File: config.mk
export PLATFORM = sky130hd
export DESIGN_NAME = ssc_tri_gen
export DESIGN_NICKNAME = d
export VERILOG_FILES = /design/src/rtl/ssc_tri_pkg.sv /design/src/rtl/ssc_tick_gen.sv /design/src/rtl/ssc_phase_seq.sv /design/src/rtl/ssc_ramp_acc.sv /design/src/rtl/ssc_tri_gen.sv
export SDC_FILE = /design/constraint.sdc
export NUM_CORES = 1
export LEC_CHECK = 0
export BUFFER_PORTS_ARGS = -buffer_cell sky130_fd_sc_hd__buf_2
export CAP_MARGIN = 20
export CELL_PAD_IN_SITES_DETAIL_PLACEMENT = 1
export CELL_PAD_IN_SITES_GLOBAL_PLACEMENT = 2
export CORE_MARGIN = 2
export CORE_UTILIZATION = 41
export CTS_BUF_LIST = sky130_fd_sc_hd__clkbuf_2 sky130_fd_sc_hd__clkbuf_4 sky130_fd_sc_hd__clkbuf_8
export CTS_CLUSTER_SIZE = 16
export DETAILED_ROUTE_END_ITERATION = 10
export HOLD_SLACK_MARGIN = 0.1
export PLACE_DENSITY_LB_ADDON = 0.1
export SKIP_LAST_GASP = 1
export SLEW_MARGIN = 5
export SYNTH_ARGS = -nofsm -noshare
export SYNTH_HDL_FRONTEND = slang
export SYNTH_HIERARCHICAL = 1
export SYNTH_SLANG_ARGS = --single-unit
File: constraint.sdc
create_clock -name clk -period 7.52 [get_ports clk]
set_input_delay 0.752 -clock clk [delete_from_list [all_inputs] [get_ports clk]]
set_output_delay 0.752 -clock clk [all_outputs]
set_load 0.02 [all_outputs]
File: src/rtl/ssc_tri_pkg.sv
package ssc_tri_pkg;

    localparam int INT_W  = 4;
    localparam int FRAC_W = 24;
    localparam int WORD_W = INT_W + FRAC_W;

    typedef logic [WORD_W-1:0] word_t;

    // 4.0 in the fixed-point format: 25 MHz in, 100 MHz out
    localparam word_t NOMINAL = word_t'(4) << FRAC_W;

    // Per-tick decrement for a depth given in units of 0.01 %
    function automatic word_t step_for(input int unsigned depth_bp,
                                       input int unsigned half_steps);
        logic [63:0] dev;
        dev = (64'(NOMINAL) * 64'(depth_bp)) / 64'd10000;
        return word_t'(dev / 64'(half_steps));
    endfunction

endpackage

File: src/rtl/ssc_tick_gen.sv
module ssc_tick_gen #(
    parameter int TICK_DIV = 3
) (
    input  logic clk,
    input  logic rst_n,
    output logic tick
);

    localparam int CNT_W = (TICK_DIV > 1) ? $clog2(TICK_DIV) : 1;
    localparam logic [CNT_W-1:0] CNT_LAST = CNT_W'(TICK_DIV - 1);

    generate
        if (TICK_DIV > 1) begin : g_div
            typedef struct packed {
                logic [CNT_W-1:0] cnt;
            } tick_st_t;

            tick_st_t st_d, st_q;

            always_comb begin
                st_d = st_q;
                if (st_q.cnt == CNT_LAST) begin
                    st_d.cnt = '0;
                end else begin
                    st_d.cnt = st_q.cnt + 1'b1;
                end
            end

            always_ff @(posedge clk or negedge rst_n) begin
                if (!rst_n) begin
                    st_q <= '0;
                end else begin
                    st_q <= st_d;
                end
            end

            assign tick = (st_q.cnt == CNT_LAST);


            tick_spacing_chk: assert property (@(posedge clk) disable iff (!rst_n)
                tick |=> !tick);
        end else begin : g_every
            assign tick = rst_n;
        end
    endgenerate

endmodule

File: src/rtl/ssc_phase_seq.sv
module ssc_phase_seq #(
    parameter int HALF_STEPS = 130
) (
    input  logic clk,
    input  logic rst_n,
    input  logic tick,
    output logic down_half,
    output logic wrap,
    output logic strobe
);

    localparam int TOTAL_STEPS = 2 * HALF_STEPS;
    localparam int POS_W = $clog2(TOTAL_STEPS);
    localparam logic [POS_W-1:0] POS_HALF = POS_W'(HALF_STEPS);
    localparam logic [POS_W-1:0] POS_LAST = POS_W'(TOTAL_STEPS - 1);

    typedef struct packed {
        logic [POS_W-1:0] pos;
        logic             strobe;
    } phase_st_t;

    phase_st_t st_d, st_q;

    assign wrap      = tick && (st_q.pos == POS_LAST);
    assign down_half = (st_q.pos < POS_HALF);
    assign strobe    = st_q.strobe;

    always_comb begin
        st_d        = st_q;
        st_d.strobe = wrap;
        if (tick) begin
            if (st_q.pos == POS_LAST) begin
                st_d.pos = '0;
            end else begin
                st_d.pos = st_q.pos + 1'b1;
            end
        end
    end

    always_ff @(posedge clk or negedge rst_n) begin
        if (!rst_n) begin
            st_q <= '0;
        end else begin
            st_q <= st_d;
        end
    end


    strobe_single_chk: assert property (@(posedge clk) disable iff (!rst_n)
        strobe |=> !strobe);


    pos_range_chk: assert property (@(posedge clk) disable iff (!rst_n)
        st_q.pos <= POS_LAST);

endmodule

File: src/rtl/ssc_ramp_acc.sv
module ssc_ramp_acc
    import ssc_tri_pkg::*;
#(
    parameter int HALF_STEPS = 130,
    parameter int DEEP_BP    = 50,
    parameter int SHALLOW_BP = 35
) (
    input  logic  clk,
    input  logic  rst_n,
    input  logic  tick,
    input  logic  wrap,
    input  logic  down_half,
    input  logic  spread_en,
    input  logic  depth_sel,
    output word_t word
);

    localparam word_t DEEP_STEP     = step_for(DEEP_BP, HALF_STEPS);
    localparam word_t SHALLOW_STEP  = step_for(SHALLOW_BP, HALF_STEPS);
    localparam word_t DEEP_FLOOR    = NOMINAL - word_t'(HALF_STEPS) * DEEP_STEP;
    localparam word_t SHALLOW_FLOOR = NOMINAL - word_t'(HALF_STEPS) * SHALLOW_STEP;

    typedef struct packed {
        word_t word;
        logic  act_en;
        logic  act_deep;
    } ramp_st_t;

    ramp_st_t st_d, st_q;
    word_t    step_sel;

    assign step_sel = st_q.act_deep ? DEEP_STEP : SHALLOW_STEP;

    always_comb begin
        st_d = st_q;
        if (tick && st_q.act_en) begin
            if (down_half) begin
                st_d.word = st_q.word - step_sel;
            end else begin
                st_d.word = st_q.word + step_sel;
            end
        end
        if (wrap) begin
            st_d.act_en   = spread_en;
            st_d.act_deep = depth_sel;
        end
    end

    always_ff @(posedge clk or negedge rst_n) begin
        if (!rst_n) begin
            st_q.word     <= NOMINAL;
            st_q.act_en   <= 1'b0;
            st_q.act_deep <= 1'b0;
        end else begin
            st_q <= st_d;
        end
    end

    assign word = st_q.word;


    word_ceiling_chk: assert property (@(posedge clk) disable iff (!rst_n)
        st_q.word <= NOMINAL);


    deep_floor_chk: assert property (@(posedge clk) disable iff (!rst_n)
        st_q.word >= DEEP_FLOOR);


    shallow_floor_chk: assert property (@(posedge clk) disable iff (!rst_n)
        !st_q.act_deep |-> st_q.word >= SHALLOW_FLOOR);


    idle_flat_chk: assert property (@(posedge clk) disable iff (!rst_n)
        !st_q.act_en |-> st_q.word == NOMINAL);


    cfg_hold_chk: assert property (@(posedge clk) disable iff (!rst_n)
        !wrap |=> $stable(st_q.act_en) && $stable(st_q.act_deep));


    word_hold_chk: assert property (@(posedge clk) disable iff (!rst_n)
        !tick |=> $stable(st_q.word));

endmodule

File: src/rtl/ssc_tri_gen.sv
module ssc_tri_gen
    import ssc_tri_pkg::*;
#(
    parameter int TICK_DIV   = 3,
    parameter int HALF_STEPS = 130,
    parameter int DEEP_BP    = 50,
    parameter int SHALLOW_BP = 35
) (
    input  logic              clk,
    input  logic              rst_n,
    input  logic              spread_en,
    input  logic              depth_sel,
    output logic [WORD_W-1:0] mult_word,
    output logic              period_strb
);

    logic  tick;
    logic  down_half;
    logic  wrap;
    word_t word;

    ssc_tick_gen #(
        .TICK_DIV (TICK_DIV)
    ) u_tick (
        .clk   (clk),
        .rst_n (rst_n),
        .tick  (tick)
    );

    ssc_phase_seq #(
        .HALF_STEPS (HALF_STEPS)
    ) u_phase (
        .clk       (clk),
        .rst_n     (rst_n),
        .tick      (tick),
        .down_half (down_half),
        .wrap      (wrap),
        .strobe    (period_strb)
    );

    ssc_ramp_acc #(
        .HALF_STEPS (HALF_STEPS),
        .DEEP_BP    (DEEP_BP),
        .SHALLOW_BP (SHALLOW_BP)
    ) u_ramp (
        .clk       (clk),
        .rst_n     (rst_n),
        .tick      (tick),
        .wrap      (wrap),
        .down_half (down_half),
        .spread_en (spread_en),
        .depth_sel (depth_sel),
        .word      (word)
    );

    assign mult_word = word;


    strobe_nominal_chk: assert property (@(posedge clk) disable iff (!rst_n)
        period_strb |-> mult_word == NOMINAL);

endmodule

# [Word level (Yosys, flattened, before mapping)]
# Cells that the tools add are included.
[totals] reg_bits=42 latch_bits=0 mem_bits_rw=0 romBits=0 input_bits=4 output_inout_bits=29 word_cells=19 mem_count=0
[op_classes] addsub=4 n_mul=0 div=0 magnitude_cmp=1 eq_ne=2 n_shift=0 n_mux=4 n_bitwise=0 reduce_logical=2
[ops] op="28-bit adder" count=1
[ops] op="28-bit 2-to-1 mux" count=1
[ops] op="28-bit subtractor" count=1
[ops] op="12-bit 2-to-1 mux" count=1
[ops] op="9-bit by 1-bit adder with 9-bit output, second input constant" count=1
[ops] op="9-bit == test, second input constant" count=1
[ops] op="9-bit by 8-bit < comparator with 1-bit output, second input constant" count=1
[ops] op="9-bit 2-to-1 mux" count=1
[ops] op="2-bit by 1-bit adder with 2-bit output, second input constant" count=1
[ops] op="2-bit == test, second input constant" count=1
[ops] op="1-bit logical AND" count=2
[ops] op="2-bit 2-to-1 mux" count=1

# [Logic depth before layout (Yosys ltp)]
# Gate-level depths: netlist (run 1).
[logic_depth] ltp_word=3 ltp_mapped=13 ltp_nobuf=12

# [Modules after synthesis]
# The synthesis (run 1) kept the hierarchy.
[modules_own_cells] module="ssc_ramp_acc" instances=1 cells_each=365 area_each_um2=3020.4 seq_area_each_um2=752.0
[modules_own_cells] module="ssc_phase_seq" instances=1 cells_each=42 area_each_um2=466.7 seq_area_each_um2=250.2
[modules_own_cells] module="ssc_tick_gen" instances=1 cells_each=5 area_each_um2=68.8 seq_area_each_um2=50.0

# [Least setup slack after synthesis (run 1)]
# OpenSTA, ideal clock, no wires.
[synth_timing] kind="reg-to-reg" start="register u_phase/st_q[3] in the netlist's numbering" end="register, netlist name u_ramp/word[25]" setup_time_ps=95 arrival_time_ps=4467 t_required_ps=7425 slack_ps=2957 stages_incl_launch_ff=13 n_path_buf=0 synth_period_minus_slack_ps=4563 path_cell_list="dfrtp_1 or4_4 or3_1 a21oi_1 inv_1 ha_1 a21oi_1 a311oi_2 o2bb2ai_1 a221o_2 and3_4 o21a_1 o31ai_1"
[synth_between] elab_chain_len=2
[synth_lines] element="from (decl)" line="ssc_phase_seq.sv:22" text="phase_st_t st_d, st_q;"
[synth_lines] element="from (signal assigned)" line="ssc_phase_seq.sv:44" text="st_q <= st_d;"
[synth_lines] element="9-bit by 8-bit < comparator with 1-bit output" line="ssc_phase_seq.sv:25" text="assign down_half = (st_q.pos < POS_HALF);"
[synth_lines] element="named net down_half" line="ssc_tri_gen.sv:18" text="logic down_half;"
[synth_lines] element="28-bit 2-to-1 mux" line="ssc_ramp_acc.sv:37" text="if (down_half) begin"
# The timed path passes the listed nets, and every way through them passes these cells.
# A chain may end at the register's enable or synchronous reset.

# [Worst setup path after layout (run 1)]
[layout_timing] start="register u_phase/st_q[4] in the netlist's numbering" end="register, netlist name u_ramp/word[18]"
[layout_between] elab_chain_len=2
[layout_lines] element="9-bit by 8-bit < comparator with 1-bit output" line="ssc_phase_seq.sv:25"
[layout_lines] element="named net down_half" line="ssc_tri_gen.sv:18"
[layout_lines] element="28-bit 2-to-1 mux" line="ssc_ramp_acc.sv:37"
# The timed path passes the listed nets, and every way through them passes these cells.

==> results of run 1 <==
cells by family (layout without fill, tap and decap cells):
family	after synthesis	after routing	share of synthesized area, %
simple gates	134	134	19.5
xor+xnor	30	30	7.39
fa+ha+maj	26	26	9.29
compound gates	114	114	22.7
flops	42	42	29.6
buf+inv	61	59	10.0
mux	5	5	1.58
routing by layer:
metal | wire [um] | track usage (%) | part of all wire (%)
met1 | 4460 | 27.8 | 50
met2 | 4150 | 31.7 | 47
met3 | 199 | 2.95 | 2.2
met4 | 62 | 4.12 | 0.70
met5 | 0 | 0 | 0
cells in the final DEF, fill, tap and decap left out, drive strengths merged, types with 4 or more instances in the layout:
cell | Yosys | routed
o211ai | 4 | 4
and4 | 4 | 4
nor3 | 6 | 6
and3 | 9 | 9
a211oi | 4 | 4
nand4 | 10 | 10
ha | 24 | 24
a21oi | 26 | 26
dfrtp | 41 | 41
clkbuf | 11 | 5
o21a | 5 | 5
nand3 | 16 | 16
xor2 | 6 | 6
a31oi | 5 | 5
a21o | 17 | 17
xnor2 | 24 | 24
o21ai | 25 | 25
inv | 16 | 19
nand2 | 43 | 43
buf | 34 | 35
nor2 | 21 | 21
mux2 | 5 | 5
o31ai | 7 | 7
sequential cells by signal, indices dropped and copies added (netlist names):
| name | cells |
|---|---|
| u_phase/st_q | 9 |
| u_ramp/word | 28 |
| u_phase/strobe | 1 |
| u_ramp/st_q | 2 |
| u_tick/g_div.st_q | 2 |
final cells by class:
type / instances / area, um^2 / area share, %
Timing Repair Buffer: 35 / 195 / 5.30
Tap cell: 105 / 131 / 3.57
Multi-Input combinational cell: 309 / 2150 / 58.4
Inverter: 16 / 60.1 / 1.63
Clock buffer: 5 / 68.8 / 1.87
Sequential cell: 42 / 1050 / 28.6
Clock inverter: 3 / 26.3 / 0.713
stage by stage:
stage,worst slack [ps],area [um^2],instances
CTS,3120,3660,514
finish,3080,3680,515
floorplan,2960,3560,412
detailed placement,3170,3570,506
global route,2760,3680,515
global placement,3310,3570,506
worst reg2reg max path: stages, from the launching register on:
cell,delay [ps]
dfrtp_1,450
or4_4,550
or3_1,340
a21oi_2,140
buf_4,320
ha_1,700
o21ai_1,250
a211oi_1,460
o2111ai_1,230
a31oi_1,360
nor2_1,110
xnor2_1,140
mux2_2,270
power by group through the flow:
stage | sequential [uW] | clock, uW | combinational (uW)
3_3_place_gp | 230 | 0 | 5.70
5_1_grt | 226 | 183 | 7.74
3_5_place_dp | 230 | 0 | 5.63
4_1_cts | 226 | 176 | 5.62
2_1_floorplan | 230 | 0 | 0.0100
6_report | 226 | 167 | 6.36
path summary, 6_finish.rpt:
kind	from	end	slack, ps	depth (start not counted)
setup / recovery	u_phase/st_q[4]	u_ramp/word[18]	3080	12
hold / removal	rst_n	u_ramp/word[12]	380	1
setup reg to reg	u_phase/st_q[4]	u_ramp/word[18]	3080	12
hold reg to reg	u_tick/g_div.st_q[1]	u_tick/g_div.st_q[0]	450	1
max in group asynchronous	rst_n	u_ramp/word[26]	6570	2
min in group clk	u_tick/g_div.st_q[1]	u_tick/g_div.st_q[0]	450	1
==> flow_metrics.env, run 1 <==
export IMPL_hold_class="input pin to asynchronous set/reset pin"
export IMPL_grt_pass1_vias=3003
export IMPL_antenna_found_initial=0
export IMPL_n_antenna_cell=0
export IMPL_drt_wirelength_per_cell_um=17.2
export IMPL_seq_area_frac_synth_pct=29.6
export IMPL_ios=33
export IMPL_p_sw_uw=103
export IMPL_hold_violations=0
export IMPL_syn_area_mm2=0.00356
export IMPL_syn_avg_cell_area_um2=8.63
export IMPL_power_share_combinational_pct=1.6
export IMPL_antenna_left=0
export IMPL_synthFlopType="dfrtp_1"
export IMPL_routed_via_density=5.70
export IMPL_synth_warnings=6
export IMPL_start_util_pct=42.8
export IMPL_drc=0
export IMPL_fillers=993
export IMPL_h_tree_depth=2
export IMPL_finalNetCount=438
export IMPL_clock_latency_ps=300
export IMPL_pwr_share_seq_pct=56.5
export IMPL_postSynthCellCount=412
export IMPL_grt_overflow=0
export IMPL_core_mm2=0.00830
export IMPL_num_rows=33
export IMPL_synth_cell_types=67
export IMPL_ctsHoldBuffers=0
export IMPL_numCtsBuffers=5
export IMPL_powerDensity_mw_per_mm2=108
export IMPL_slew_headroom_pct=49.7
export IMPL_synthArstFlopShare_pct=100
export IMPL_cts_tree="built"
export IMPL_rsz0062_at_grt="false"
export IMPL_fin_skew_ps=7.03
export IMPL_setup_viol=0
export IMPL_sw_frac_of_total_pct=25.8
export IMPL_drive_above_1_share_pct=16.6
export IMPL_die_area_mm2=0.00943
export IMPL_path_buf_inv=1
export IMPL_crit_fanout=24
export IMPL_path_delay_family="compound AO/OA/AOI/OAI gates"
export IMPL_clkTransAtPathRegs_ps=100
export IMPL_slew_viol_final=0
export IMPL_grt_pass1_wl_um=15300
export IMPL_syn_nets=441
export IMPL_clock_power_share_pct=41.9
export IMPL_io_buffers=32
export IMPL_post_cts_buffers=0
export IMPL_max_vdd_ir_drop_mv=0.0842
export IMPL_drt_initial_drc_count=125
export IMPL_synthTopCellsByArea="dfrtp_1, ha_1, buf_4"
export IMPL_grt_usage_pct=19.6
export IMPL_cp_end_kind="flop"
export IMPL_synth_common_cells="nand2_1, dfrtp_1, buf_4"
export IMPL_finalCriticalPeriod_ps=4440
export IMPL_cp_slowest_cell="ha_1"
export IMPL_yosys_cell_count_top_type="nand2_1"
export IMPL_max_freq_mhz=225
export IMPL_synth_edf_count=0
export IMPL_critPathMaxStageDelay_ps=690
export IMPL_critical_path_class="flop to flop"
export IMPL_crit_path_start_kind="flop"
export IMPL_setup_tns_ps=0
export IMPL_critPathRequiredTime_ps=7710
export IMPL_worstPathCellList="or4_4, or3_1, a21oi_2, buf_4, ha_1, o21ai_1, a211oi_1, o2111ai_1, a31oi_1, nor2_1, xnor2_1, mux2_2"
export IMPL_total_power_uw=399
export IMPL_status="completed"
export IMPL_internal_power_uw=297
export IMPL_cts_buffer_depth=2
export IMPL_p_leak_uw=0.00187
export IMPL_die_h_um=97.1
export IMPL_grt_max_degree=46
export IMPL_drv_cap=0
export IMPL_hold_ws_ps=383
export IMPL_fin_util_pct=44.4
export IMPL_worst_pin_slew_ps=755
export IMPL_num_vias=2934
export IMPL_drt_wl_total_um=8870
export IMPL_yosysTopAreaCell="dfrtp_1"
export IMPL_hpwl_um=6530
export IMPL_synth_top_area_share_pct=28.9
export IMPL_cts_resized_gates=0
export IMPL_cts_sink_count=42
export IMPL_die_w_um=97.1
export IMPL_dr_pass1_iters=4
export IMPL_fin_crit_sh_pct=59.0
export IMPL_cts_root_buf="clkbuf_8"
export IMPL_area_delta_synth_final_pct=3.62
export IMPL_gp_congestion=0.859
export IMPL_synth_seq_cells=42
export IMPL_arrival_ps=4630
(Power assumes the default switching activity.)
==> run 2, diff against run 1 <==
--- a/config.mk
+++ b/config.mk
@@ -5,12 +5,13 @@
 export SDC_FILE = /design/constraint.sdc
 export NUM_CORES = 1
 export LEC_CHECK = 0
+export ABC_AREA = 1
 export BUFFER_PORTS_ARGS = -buffer_cell sky130_fd_sc_hd__buf_2
 export CAP_MARGIN = 20
 export CELL_PAD_IN_SITES_DETAIL_PLACEMENT = 1
 export CELL_PAD_IN_SITES_GLOBAL_PLACEMENT = 2
 export CORE_MARGIN = 2
-export CORE_UTILIZATION = 41
+export CORE_UTILIZATION = 31
 export CTS_BUF_LIST = sky130_fd_sc_hd__clkbuf_2 sky130_fd_sc_hd__clkbuf_4 sky130_fd_sc_hd__clkbuf_8
 export CTS_CLUSTER_SIZE = 16
 export DETAILED_ROUTE_END_ITERATION = 10
==> constraint.sdc (replaced) <==
create_clock -name clk -period 3.6 [get_ports clk]
set_input_delay 0.36 -clock clk [delete_from_list [all_inputs] [get_ports clk]]
set_output_delay 0.36 -clock clk [all_outputs]
set_load 0.02 [all_outputs]
==> run 2 against run 1 <==
Sequential share of layout area shrank 2.3 points. Clock-buffer cell count did not move. Area after synthesis is 5.5% higher. Total power increased by 110%. Clock skew up 8.1 ps. Hold slack worse by 140 ps. Global-route usage fell by 0.87 points. Register-to-register slack got worse by 2400 ps. Via count increased by 20%.
==> flow_metrics.env, run 2 <==
export IMPL_postSynthCellCount=570
export IMPL_rsz0062_at_grt="false"
export IMPL_critical_path_class="flop to flop"
export IMPL_synthTopCellsByArea="dfrtp_1, nand2_1, ha_1"
export IMPL_max_freq_mhz=348
export IMPL_synth_edf_count=0
export IMPL_worstPathCellList="inv_1, nand2_1, a21oi_1, a21boi_2, buf_4, inv_1, ha_1, nand2_1, nand2_1, nand2_1, nand2_1, nand2_1, nand2_1, nand3_1, nand3_1, nand2_1, nand3_1, nand2_1"
export IMPL_num_vias=3520
export IMPL_antenna_left=0
export IMPL_drv_cap=0
export IMPL_n_antenna_cell=0
export IMPL_yosys_cell_count_top_type="nand2_1"
export IMPL_synth_seq_cells=42
export IMPL_synth_common_cells="nand2_1, inv_1, nand3_1"
export IMPL_clock_latency_ps=330
export IMPL_hold_class="input pin to flop"
export IMPL_h_tree_depth=2
export IMPL_grt_usage_pct=18.7
export IMPL_rr_worst_depth=18
export IMPL_hold_depth=2
export IMPL_num_rows=40
export IMPL_worst_pin_slew_ps=720
export IMPL_fin_util_pct=33.6
export IMPL_drt_wirelength_per_cell_um=15.5
export IMPL_pwr_share_seq_pct=55.2
export IMPL_cts_tree="built"
export IMPL_drt_wl_total_um=11300
export IMPL_antenna_found_initial=0
export IMPL_power_share_combinational_pct=1.7
export IMPL_drc=0
export IMPL_slew_viol_final=0
export IMPL_cts_buffer_depth=2
export IMPL_top_register="u_ramp/word"
export IMPL_finalNetCount=609
export IMPL_sw_frac_of_total_pct=27.2
export IMPL_worstHoldStart="depth_sel"
export IMPL_regArea_mm2=0.00105
export IMPL_reg_top3="u_ramp/word (28), u_phase/st_q (9)"
export IMPL_p_leak_uw=0.00236
export IMPL_finalCriticalPeriod_ps=2880
export IMPL_r2r_start="u_phase/st_q[6]"
export IMPL_cpMostUsedCell="nand2_1"
export IMPL_grt_max_degree=43
export IMPL_crit_fanout=5
export IMPL_arrival_ps=3090
export IMPL_numCtsBuffers=5
export IMPL_seq_area_frac_synth_pct=28.1
export IMPL_ios=33
export IMPL_yosysTopAreaCell="dfrtp_1"
export IMPL_die_h_um=114
export IMPL_synth_warnings=6
export IMPL_layout_common_cells="nand2_1, inv_1, nand3_1"
export IMPL_largest_register_ffs=28
export IMPL_synth_top_area_share_pct=27.4
export IMPL_cp_end_kind="flop"
export IMPL_final_common_cell="nand2_1"
export IMPL_grt_pass1_vias=3713
export IMPL_syn_nets=599
export IMPL_critPathMaxStageDelay_ps=420
export IMPL_powerDensity_mw_per_mm2=213
export IMPL_setup_tns_ps=0
export IMPL_area_delta_synth_final_pct=6.87
export IMPL_internal_power_uw=621
export IMPL_syn_avg_cell_area_um2=6.58
export IMPL_critPathRequiredTime_ps=3810
export IMPL_reg2reg_to="u_ramp/word[24]"
export IMPL_clock_power_share_pct=43.1
export IMPL_die_area_mm2=0.0130
export IMPL_critical_path_startpoint="u_phase/st_q[6]"
export IMPL_routed_via_density=4.84
export IMPL_grt_pass1_wl_um=18900
export IMPL_synth_cell_types=35
export IMPL_rrSetupSlack_ps=720
export IMPL_p_sw_uw=232
export IMPL_grt_overflow=0
export IMPL_fillers=1572
export IMPL_fin_crit_sh_pct=79.9
export IMPL_hold_ws_ps=244
export IMPL_drive_above_1_share_pct=14.6
export IMPL_min_delay_worst_endpoint="u_ramp/st_q[0]"
export IMPL_fin_skew_ps=15.1
export IMPL_io_buffers=32
export IMPL_die_w_um=114
export IMPL_setup_viol=0
export IMPL_cp_slowest_cell="dfrtp_1"
export IMPL_gp_congestion=0.847
export IMPL_start_util_pct=31.5
export IMPL_syn_area_mm2=0.00375
export IMPL_post_cts_buffers=0
export IMPL_hpwl_um=9170
export IMPL_slew_headroom_pct=51.7
export IMPL_clkTransAtPathRegs_ps=110
export IMPL_core_mm2=0.0119
export IMPL_dr_pass1_iters=4
export IMPL_crit_path_start_kind="flop"
export IMPL_max_vdd_ir_drop_mv=0.232
export IMPL_synthFlopType="dfrtp_1"
export IMPL_hold_violations=0
export IMPL_cts_root_buf="clkbuf_8"
export IMPL_multi_input_area_mm2=0.00214
export IMPL_cts_sink_count=42
export IMPL_synthArstFlopShare_pct=100
export IMPL_drt_initial_drc_count=113
export IMPL_status="completed"
[run 2: how the worst max path moves through the flow]
stage | end | slack (ps) | cells past startpoint
CTS | u_ramp/word[11] | 680 | 15
floorplan | u_ramp/word[14] | 450 | 17
global route | u_ramp/word[14] | 310 | 18
detailed placement | u_ramp/word[11] | 690 | 15
finish | u_ramp/word[24] | 720 | 18
global placement | u_ramp/word[20] | 820 | 15
[run 2: power groups by stage]
stage / Clock, uW / Combinational [uW] / Sequential (uW)
3_3_place_gp: 0 / 12.0 / 481
4_1_cts: 381 / 12.6 / 472
6_report: 368 / 14.5 / 471
2_1_floorplan: 0 / 0.0200 / 481
3_5_place_dp: 0 / 12.4 / 481
5_1_grt: 397 / 16.9 / 472
[run 2: critical path: cells and delay by family, from the launching register on]
| kind | cells | cell delay [ps] |
|---|---|---|
| and+or+nand+nor | 12 | 1170 |
| AOI/OAI and AO/OA | 2 | 430 |
| DFF | 1 | 420 |
| buffers and inverters | 3 | 380 |
| adders and majority gates | 1 | 350 |
[run 2: cell type report]
| type | instances | area share, % |
|---|---|---|
| multi-input cells | 411 | 53.5 |
| flip-flops and latches | 42 | 26.3 |
| inverters | 82 | 7.74 |
| repair buffers | 38 | 5.49 |
| well taps | 147 | 4.59 |
| clock buffers | 5 | 1.72 |
| clock inverters | 3 | 0.718 |
[run 2: cells by family after synthesis]
| group | share of synthesized area, % |
|---|---|
| flip-flops | 28.1 |
| adder cells (fa/ha/maj) | 8.54 |
| XOR/XNOR | 3.50 |
| multiplexers | 0.601 |
| AO/OA/AOI/OAI | 8.44 |
| AND/OR/NAND/NOR | 36.0 |
| buffers and inverters | 14.9 |
[run 2: metrics by stage]
| step | area, um^2 | power, uW | instances | worst slack [ps] |
|---|---|---|---|---|
| 2_1_floorplan | 3750 | 481 | 570 | 447 |
| 3_3_place_gp | 3880 | 493 | 718 | 815 |
| 3_5_place_dp | 3880 | 493 | 718 | 686 |
| 4_1_cts | 3980 | 865 | 726 | 675 |
| 5_1_grt | 4010 | 886 | 728 | 306 |
| 6_report | 4010 | 854 | 728 | 724 |
[run 2: layer usage]
layer | up-vias | track usage, % | share of wire (%)
met1 | 1688 | 24.3 | 50
met3 | 5 | 3.51 | 2.1
li1 | 1802 | - | -
met5 | - | 0 | 0
met4 | 0 | 3.41 | 0.79
met2 | 25 | 32.7 | 48
[run 2: what timing repair did]
action | 4_1_cts | 5_1_grt
hold buffers | 0 | 1
gates resized for setup | 0 | 0
hold endpoints to repair | 0 | 14
